## src/rtl/stby_pkg.sv

```systemverilog
`timescale 1ns/1ps
package stby_pkg;
   typedef enum logic {
      STBY_BEGIN = 1'b0,
      STBY_END   = 1'b1
   } stby_mode_e;
endpackage

```

## src/rtl/stby_lane_mask.sv

```systemverilog
`timescale 1ns/1ps
module stby_lane_mask
   import stby_pkg::*;
#(
   parameter int LANES     = 4,
   parameter int LANE_BITS = $clog2(LANES)
) (
   input  logic [LANE_BITS-1:0] offset,
   input  stby_mode_e           mode,
   output logic [LANES-1:0]     be,
   output logic                 probe_only
);
   // lane k (big-endian index) maps to enable bit LANES-1-k
   for (genvar k = 0; k < LANES; k++) begin : g_lane
      localparam logic [LANE_BITS-1:0] K = LANE_BITS'(k);
      always_comb begin
         if (mode == STBY_END) be[LANES-1-k] = (K < offset);
         else                  be[LANES-1-k] = (K >= offset);
      end
   end

   assign probe_only = (mode == STBY_END) && (offset == '0);
endmodule

```

## src/rtl/stby_hold_reg.sv

```systemverilog
`timescale 1ns/1ps
module stby_hold_reg #(
   parameter int W = 8
) (
   input  logic         clk,
   input  logic         rst_n,
   input  logic         in_valid,
   output logic         in_ready,
   input  logic [W-1:0] in_data,
   output logic         out_valid,
   input  logic         out_ready,
   output logic [W-1:0] out_data
);
   assign in_ready = !out_valid || out_ready;

   always_ff @(posedge clk or negedge rst_n) begin
      if (!rst_n) begin
         out_valid <= 1'b0;
         out_data  <= '0;
      end else if (in_ready) begin
         out_valid <= in_valid;
         if (in_valid) out_data <= in_data;
      end
   end
endmodule

```

## src/rtl/stby_lane_unit.sv

```systemverilog
`timescale 1ns/1ps
module stby_lane_unit
   import stby_pkg::*;
#(
   parameter int ADDR_W = 32,
   parameter int LANES  = 4
) (
   input  logic                 clk,
   input  logic                 rst_n,
   input  logic                 req_valid,
   output logic                 req_ready,
   input  logic [ADDR_W-1:0]    req_addr,
   input  logic [8*LANES-1:0]   req_data,
   input  logic                 req_end,
   output logic                 mem_wr,
   output logic                 mem_probe,
   input  logic                 mem_ready,
   output logic [ADDR_W-1:0]    mem_addr,
   output logic [8*LANES-1:0]   mem_wdata,
   output logic [LANES-1:0]     mem_be
);
   localparam int DATA_W    = 8 * LANES;
   localparam int LANE_BITS = $clog2(LANES);
   localparam int PAY_W     = ADDR_W + DATA_W + LANES + 1;

   if (LANES < 2 || (LANES & (LANES - 1)) != 0) begin : g_bad_lanes
      $error("LANES must be a power of two of at least 2");
   end
   if (ADDR_W <= LANE_BITS) begin : g_bad_addr
      $error("ADDR_W must exceed the lane offset width");
   end

   logic [LANES-1:0]   be_n;
   logic               probe_n;
   logic [ADDR_W-1:0]  addr_al;
   logic [PAY_W-1:0]   pay_in, pay_out;
   logic               out_vld;
   logic               probe_q;
   stby_mode_e         mode;

   assign mode    = stby_mode_e'(req_end);
   assign addr_al = {req_addr[ADDR_W-1:LANE_BITS], {LANE_BITS{1'b0}}};

   stby_lane_mask #(.LANES(LANES)) i_mask (
      .offset     (req_addr[LANE_BITS-1:0]),
      .mode       (mode),
      .be         (be_n),
      .probe_only (probe_n)
   );

   assign pay_in = {addr_al, req_data, be_n, probe_n};

   stby_hold_reg #(.W(PAY_W)) i_hold (
      .clk       (clk),
      .rst_n     (rst_n),
      .in_valid  (req_valid),
      .in_ready  (req_ready),
      .in_data   (pay_in),
      .out_valid (out_vld),
      .out_ready (mem_ready),
      .out_data  (pay_out)
   );

   assign {mem_addr, mem_wdata, mem_be, probe_q} = pay_out;
   assign mem_wr    = out_vld && !probe_q;
   assign mem_probe = out_vld &&  probe_q;
endmodule

```

## config.mk

```make
export PLATFORM = sky130hd
export DESIGN_NAME = stby_lane_unit
export DESIGN_NICKNAME = d
export VERILOG_FILES = /design/src/rtl/stby_pkg.sv /design/src/rtl/stby_lane_mask.sv /design/src/rtl/stby_hold_reg.sv /design/src/rtl/stby_lane_unit.sv
export SDC_FILE = /design/constraint.sdc
export NUM_CORES = 1
export LEC_CHECK = 0
export BUFFER_PORTS_ARGS = -buffer_cell sky130_fd_sc_hd__buf_2
export CORE_ASPECT_RATIO = 1.2
export CORE_MARGIN = 2
export CORE_UTILIZATION = 43
export DETAILED_ROUTE_END_ITERATION = 7
export PLACE_DENSITY_LB_ADDON = 0.15
export SLEW_MARGIN = 20
export SYNTH_ARGS = -nofsm -noshare
export SYNTH_HDL_FRONTEND = slang
export SYNTH_SLANG_ARGS = --single-unit
```

## constraint.sdc

```tcl
create_clock -name clk -period 1.3 [get_ports clk]
set_input_delay 0.26 -clock clk [delete_from_list [all_inputs] [get_ports clk]]
set_output_delay 0.26 -clock clk [all_outputs]
set_load 0.005 [all_outputs]
```

Word level (Yosys, flattened, before mapping):

Cells that the tools add are included.

* flip-flop bits (word level): 68
* bits of input ports: 69
* output and inout port bits: 71
* logic and storage cells: 22

* $lt $le $gt $ge: 8
* mux-type cells: 4
* reduce and logical (&&, ||, !) cells: 8

Operators with widths (count)
* $ge A1 B2 Y1 const A: 2
* $ge A2 B2 Y1 const A: 2
* $lt A1 B2 Y1 const A: 2
* $lt A2 B2 Y1 const A: 2
* $mux W1: 4
* $logic_and A1 B1 Y1: 3
* $logic_not A1 Y1: 2
* $logic_not A2 Y1: 1
* $reduce_and A2 Y1: 1
* $logic_or A1 B1 Y1: 1

Longest topological paths before layout:

Gate-level depths: netlist of run 1.

* depth in word-level cells: 3
* gate-level depth with buffers: 5
* depth with buffers taken out: 3

Cells and area by module:

Synthesis of run 1 repeated with hierarchy kept, for this count alone.

* cells, all modules: 158
* area total of the unflattened synthesis: 2706.3 sq um

Modules (own cells, without submodules)
* stby_hold_reg: instances 1, cells each 149, area an instance 2645.0 sq um, seq. area each 1751.7 sq um
* stby_lane_mask: instances 1, cells each 6, area an instance 41.3 sq um, seq. area each 0.0 sq um
* stby_lane_unit: instances 1, cells each 3, area an instance 20.0 sq um, seq. area each 0.0 sq um

Worst setup path before layout of run 1:

Ideal clock, no wire load.

* path kind: flip-flop to flip-flop
* from: register i_hold.out_valid
* to: register i_hold.out_data[0]
* setup time: 125 ps
* data arrival time: 1115 ps
* data required time: 1175 ps
* slack: 60 ps
* stages on the path, launching flop included: 6
* path buffers: 2
* clock period less this slack: 1240 ps
* cell sequence: dfrtp_1 -> nand2b_4 -> nand2_4 -> buf_6 -> buf_12 -> mux2_4

* longest elaborated chain between the ends: 3

Ends and longest elaborated chain
* from (decl): RTL line stby_hold_reg.sv:10 `output logic out_valid,`
* from (signal assigned): RTL line stby_hold_reg.sv:21 `out_valid <= in_valid;`
* $logic_not A1 Y1: RTL line stby_hold_reg.sv:14 `assign in_ready = !out_valid || out_ready;`
* $logic_or A1 B1 Y1: RTL line stby_hold_reg.sv:14
* net req_ready: RTL line stby_lane_unit.sv:11 `output logic req_ready,`
* $reduce_and A2 Y1 (no source line)
* to (signal assigned): RTL line stby_hold_reg.sv:22 `if (in_valid) out_data <= in_data;`
* to (decl): RTL line stby_hold_reg.sv:12 `output logic [W-1:0] out_data`

The timed path passes the listed nets, and every way through them passes these cells.
A chain may end at the register's enable or synchronous reset.

Worst setup path in the final report of run 1:

* from: register i_hold.out_valid
* to: register i_hold.out_data[14]

* longest elaborated chain between the ends: 3

Ends and longest elaborated chain (RTL line)
* $logic_not A1 Y1: stby_hold_reg.sv:14
* $logic_or A1 B1 Y1: stby_hold_reg.sv:14
* $reduce_and A2 Y1 (no source line)

Every way passes these cells.

==> results of run 1 <==
==> power groups by stage <==
stage                     Clock [mW]  Combinational [mW]  Sequential, mW
final                           1.49                1.17            2.58
after global routing            1.66                1.27            2.63
after CTS                       1.57                1.11            2.58
after detailed placement           0                1.08            2.61
after global placement             0                1.07            2.61
after floorplan                    0               0.986            2.58
==> registers in the layout (all words and copies together), names as in the netlist <==
| signal | flops |
|---|---|
| i_hold.out_data | 67 |
| i_hold.out_valid | 1 |
==> cells by family (layout without fill, tap and decap cells) <==
family | count (synthesis) | count (layout) | synth area share, %
simple gates | 7 | 8 | 1.58
other cells | 1 | 2 | 0.115
xor+xnor | 2 | 2 | 0.538
fa+ha+maj | 1 | 1 | 0.384
buf+inv | 76 | 163 | 18.7
mux | 67 | 67 | 26.5
flops | 68 | 68 | 52.2
==> through the flow <==
step | std cells | hold slack (ns)
2_1_floorplan | 223 | -0.0356
3_3_place_gp | 383 | 0.278
3_5_place_dp | 383 | 0.279
4_1_cts | 398 | 0.133
5_1_grt | 401 | 0.137
6_report | 401 | 0.154
==> per-layer routing <==
layer / part of all wire (%) / vias up / track usage (%)
met1: 41 / 861 / 17.2
met3: 7.3 / 14 / 3.98
met4: 2.1 / 0 / 7.44
met2: 50 / 76 / 22.0
met5: 0 / - / 0
li1: - / 835 / -
==> how the worst min path moves through the flow <==
stage,end,slack [ns],depth (start not counted),startpoint
floorplan,i_hold.out_data[0],-0.04,0,rst_n
global placement,i_hold.out_data[8],0.28,2,rst_n
detailed placement,i_hold.out_data[8],0.28,2,rst_n
CTS,i_hold.out_data[12],0.13,2,req_data[7]
global route,i_hold.out_data[36],0.14,2,req_data[31]
finish,i_hold.out_data[26],0.15,2,req_data[21]
==> repair_timing <==
item,in CTS,in global routing
hold endpoints to repair,68,0
resized for setup,4,18
gates cloned,1,3
pin swaps,2,1
setup endpoints to repair,30,20
hold buffers,1,0
buffers inserted,0,0
==> cells in the mapped netlist <==
| master | count |
|---|---|
| and2_1 | 1 |
| xor2_1 | 1 |
| mux2_2 | 37 |
| ha_1 | 1 |
| inv_1 | 1 |
| xnor2_1 | 1 |
| nor2_1 | 1 |
| nand2_1 | 1 |
| buf_6 | 1 |
| nand2b_1 | 1 |
| dfrtp_1 | 68 |
| mux2i_1 | 1 |
| nand2_4 | 1 |
| buf_4 | 71 |
| nor2b_1 | 1 |
| mux2_4 | 29 |
| buf_12 | 3 |
| nand2b_4 | 1 |
| conb_1 | 1 |
==> layout make-up <==
type                       count  share of cell area, %
clock inverter                 2                  0.319
sequential                    68                   43.3
clock buffer                  11                   3.86
tap                           90                   2.87
timing repair buffer         149                   23.2
multi-input combinational     80                   26.4
inverter                       1                 0.0956
==> results.py, run 1 <==
metrics = {
    "timing": {
        "finalHoldViolCount": 0,
        "layout_setup_ws_ns": 0.00883,
        "period_minus_slack_ns": 1.29,
        "maxSlewViolCount": 0,
        "clock.fmax_mhz": 774,
        "rsz0062_at_grt": "yes",
        "finalSetupViolCount": 0,
        "finalSetupTns_ns": 0,
        "period_share_pct": 99.3,
        "final.setup_skew_ns": 0.00451,
    },
    "pwr": {
        "powerDensity_mw_per_mm2": 1340,
        "clockPowerShare_pct": 28.5,
        "p_int_mw": 3.95,
        "p_seq_share_pct": 49.2,
        "power_mw": 5.25,
        "p_switching_mw": 1.30,
        "power.share.switching_pct": 24.7,
        "ir_drop_mv": 0.646,
        "combPwrFrac_pct": 22.3,
        "leakage_nw": 2.08,
    },
    "global_routing": {
        "grt_overflow": 0,
        "grt_pass1_wl_um": 8930,
        "track_usage_pct": 13.8,
        "grt_max_degree": 39,
        "grt_pass1_vias": 1816,
        "grt_antenna_before_repair": 0,
    },
    "place": {
        "portBuffers": 137,
        "postPlaceCellArea_mm2": 0.00358,
        "globalplace.congestion": 0.729,
        "dp_hpwl_um": 3960,
        "place_ws_ns": -0.0250,
    },
    "run_status": {
        "status": "completed",
    },
    "logic_synthesis": {
        "yosys-top-cells-area": "dfrtp_1 (52%), buf_4 (16%), mux2_4 (13%)",
        "yosysTopAreaCell": "dfrtp_1",
        "synth.cell_area_mm2": 0.00326,
        "synth.distinct_cells": 19,
        "avgSynthCellArea_um2": 14.7,
        "netlist_instances": 222,
        "seq_area_frac_synth_pct": 52.2,
        "netlist.area_leader.share_pct": 52.2,
        "synth_warnings": 0,
        "ys_seq_elements": 68,
    },
    "cells_and_area": {
        "seq_area_mm2": 0.00170,
        "fin_nets": 379,
        "multiInputGateArea_mm2": 0.00103,
        "layout_common_cells": "buf_2 (136), dfrtp_1 (68), mux2_4 (46), mux2_2 (20), clkbuf_8 (11)",
        "final_area_mm2": 0.00393,
        "final_common_cell": "buf_2",
        "fillers": 654,
        "final_util_pct": 53.7,
        "diodes": 0,
        "syn_to_final_growth_pct": 20.6,
        "drive_gt1_share_pct": 74.0,
    },
    "setup_path": {
        "path_buf_inv": 1,
        "cp_top_family": "flip-flops",
        "reg2reg_setup_slack_ns": 0.009,
        "cp.depth": 4,
        "cp_slowest_cell": "dfrtp_1",
        "critPathLaunchType": "flop",
        "crit_path_cell_trace": "nand2b_4, nand2_4, clkbuf_16, mux2_4",
        "worstPathArrival_ns": 1.51,
        "critPathCaptureType": "flop",
        "crit_path_max_incr_delay_ns": 0.43,
        "worstPathRequired_ns": 1.52,
        "rr_startpoint": "i_hold.out_valid",
        "cp_max_fo": 8,
        "reg2reg_depth": 4,
        "worst_r2r_endpoint": "i_hold.out_data[14]",
        "path_class": "flop to flop",
        "critPathCapture": "i_hold.out_data[14]",
        "crit_start": "i_hold.out_valid",
    },
    "floorplan": {
        "core_area_mm2": 0.00732,
        "die_h_um": 99.3,
        "start_util_pct": 44.5,
        "dieArea_mm2": 0.00829,
        "dieWidth_um": 83.4,
        "row_count": 34,
        "ioPinCount": 140,
    },
    "clock_tree": {
        "clkSlewWorstSetupHoldPaths_ns": 0.07,
        "htreeDepth": 3,
        "clk_latency_ns": 0.33,
        "cts_buffers": 9,
        "cts_sinks": 68,
        "cts_buffer_depth": 2,
        "cts-root-buf": "clkbuf_8",
        "cts_tree": "done",
    },
    "run": {
        "maxCapViolations": 0,
    },
    "routing": {
        "viasPerCell": 4.45,
        "wl_um": 5700,
        "routedWlPerCell_um": 14.2,
        "remaining_drc_errors": 0,
        "vias": 1786,
        "ant_nets": 0,
        "dr.pass1.iters": 4,
        "drtIter0Drc": 40,
    },
    "worst_hold_path": {
        "hold_path.class": "input port to flop",
    },
}
No activity file was read; power rests on OpenSTA's default activity.
==> run 2, diff against run 1 <==
Settings changed: CORE_ASPECT_RATIO 1.2 to default, CORE_UTILIZATION 43 to 49.
Clock period 1.3 ns to 1.55 ns, I/O delays scaled along.
==> results.py, run 2 (synthesis gave the netlist of run 1 again) <==
metrics = {
    "floorplan": {
        "core_area_mm2": 0.00639,
        "row_count": 29,
        "dieWidth_um": 85.5,
        "ioPinCount": 140,
        "die_h_um": 85.5,
        "start_util_pct": 51.0,
        "dieArea_mm2": 0.00731,
    },
    "routing": {
        "drt-met1-wl_um": 2210,
        "vias": 1731,
        "highest_layer": "met4",
        "routedWlPerCell_um": 13.8,
        "met2_length_um": 2550,
        "dr.pass1.iters": 2,
        "ant_nets": 0,
        "remaining_drc_errors": 0,
        "viasPerCell": 4.51,
        "wl_um": 5290,
        "drtIter0Drc": 50,
        "wl_met3_um": 447,
    },
    "cells_and_area": {
        "fillers": 545,
        "multiInputGateArea_um2": 951,
        "syn_to_final_growth_pct": 14.0,
        "top_register": "i_hold.out_data",
        "final_common_cell": "buf_2",
        "largest_reg_flops": 67,
        "diodes": 0,
        "fin_nets": 372,
        "layout_common_cells": "buf_2 (137), dfrtp_1 (68), mux2_2 (37), mux2_4 (29), clkbuf_8 (10)",
        "drive_gt1_share_pct": 73.6,
        "top_regs": "i_hold.out_data x67, i_hold.out_valid x1",
        "seq_area_mm2": 0.00170,
    },
    "timing": {
        "final.setup_skew_ns": 0.00803,
        "period_minus_slack_ns": 1.35,
        "maxSlewViolCount": 0,
        "period_share_pct": 87.3,
        "finalHoldViolCount": 0,
        "finalSetupViolCount": 0,
        "rsz0062_at_grt": "no",
        "clock.fmax_mhz": 739,
        "finalSetupTns_ns": 0,
    },
    "pwr": {
        "power_mw": 4.31,
        "combPwrFrac_pct": 20.3,
        "p_int_mw": 3.21,
        "p_seq_share_pct": 50.2,
        "power.share.switching_pct": 25.4,
        "powerDensity_mw_per_mm2": 1160,
        "ir_drop_mv": 0.654,
        "p_switching_mw": 1.10,
        "clockPowerShare_pct": 29.5,
        "leakage_nw": 1.94,
    },
    "global_routing": {
        "grt_pass1_vias": 1787,
        "grt_max_degree": 69,
        "grt_antenna_before_repair": 0,
        "grt_overflow": 0,
        "track_usage_pct": 14.8,
        "grt_pass1_wl_um": 8360,
    },
    "clock_tree": {
        "cts_buffers": 9,
        "clkSlewWorstSetupHoldPaths_ns": 0.08,
        "cts_sinks": 68,
        "htreeDepth": 3,
        "clk_latency_ns": 0.33,
        "cts_tree": "done",
        "cts-root-buf": "clkbuf_8",
        "cts_buffer_depth": 2,
    },
    "setup_path": {
        "worstPathRequired_ns": 1.76,
        "critPathLaunchType": "flop",
        "critPathCaptureType": "flop",
        "cp_max_fo": 25,
        "path_class": "flop to flop",
        "worstPathArrival_ns": 1.56,
    },
    "place": {
        "portBuffers": 137,
        "globalplace.congestion": 0.701,
        "dp_hpwl_um": 3790,
    },
    "worst_hold_path": {
        "hold_path.class": "input port to flop",
    },
    "run": {
        "maxCapViolations": 0,
    },
    "run_status": {
        "status": "completed",
    },
}
==> run 2: cell count changes in the layout (fill, tap and decap cells not counted), moves of 2 or more <==
cell | previous run | this run
clkbuf_16 | 2 | 0
clkinv_2 | 1 | 3
mux2_4 | 46 | 29
clkinv_4 | 0 | 2
mux2_2 | 20 | 37
==> run 2: final timing paths <==
kind / startpoint / cells past startpoint / endpoint / slack, ns
worst max-delay path: i_hold.out_valid / 4 / i_hold.out_data[26] / 0.20
worst min-delay path: req_data[28] / 2 / i_hold.out_data[33] / 0.20
worst max register to register: i_hold.out_valid / 4 / i_hold.out_data[26] / 0.20
worst min register to register: i_hold.out_data[35] / 1 / i_hold.out_data[35] / 0.50
max in group asynchronous: rst_n / 3 / i_hold.out_data[49] / 0.70
min in group asynchronous: rst_n / 3 / i_hold.out_data[5] / 0.54
==> run 2: power groups by stage <==
stage / clock network [mW] / logic (mW) / registers [mW]
after floorplan: 0 / 0.827 / 2.17
after global placement: 0 / 0.878 / 2.19
after detailed placement: 0 / 0.892 / 2.20
after CTS: 1.33 / 0.895 / 2.17
after global routing: 1.40 / 0.957 / 2.20
final: 1.27 / 0.874 / 2.16
==> run 2: final cells by class <==
class                           count  area share [%]
Sequential cell                    68            45.8
Timing Repair Buffer              143            21.1
Multi-Input combinational cell     79            25.6
Tap cell                           77            2.59
Inverter                            1           0.101
Clock inverter                      6            1.08
Clock buffer                       10            3.71
==> run 2: layer usage <==
| metal | track usage (%) | up-vias |
|---|---|---|
| li1 | - | 823 |
| met3 | 4.62 | 9 |
| met4 | 7.36 | 0 |
| met5 | 0 | - |
| met2 | 23.0 | 74 |
| met1 | 18.7 | 825 |
==> run 2: repair_timing <==
action	CTS	global route
setup buffers	0	0
resized for setup	0	0
hold buffers	1	0
endpoints found under the hold margin	14	0
==> run 2: worst max-delay path, stage by stage, from the launching register on <==
cell and delay [ns]:
dfrtp_1 0.41, nand2b_4 0.08, nand2_4 0.18, buf_12 0.21, mux2_2 0.35
==> run 2: metrics by stage <==
stage	instances	setup slack, ns	instance area, µm²	util (%)	hold WS (ns)
after CTS	384	0.195	3710	58.2	0.183
final	384	0.196	3710	58.2	0.202
after detailed placement	367	0.113	3530	55.2	0.359
after global routing	384	0.112	3710	58.2	0.194
after global placement	367	0.138	3530	55.2	0.362
after floorplan	223	0.305	3260	-	0.0144
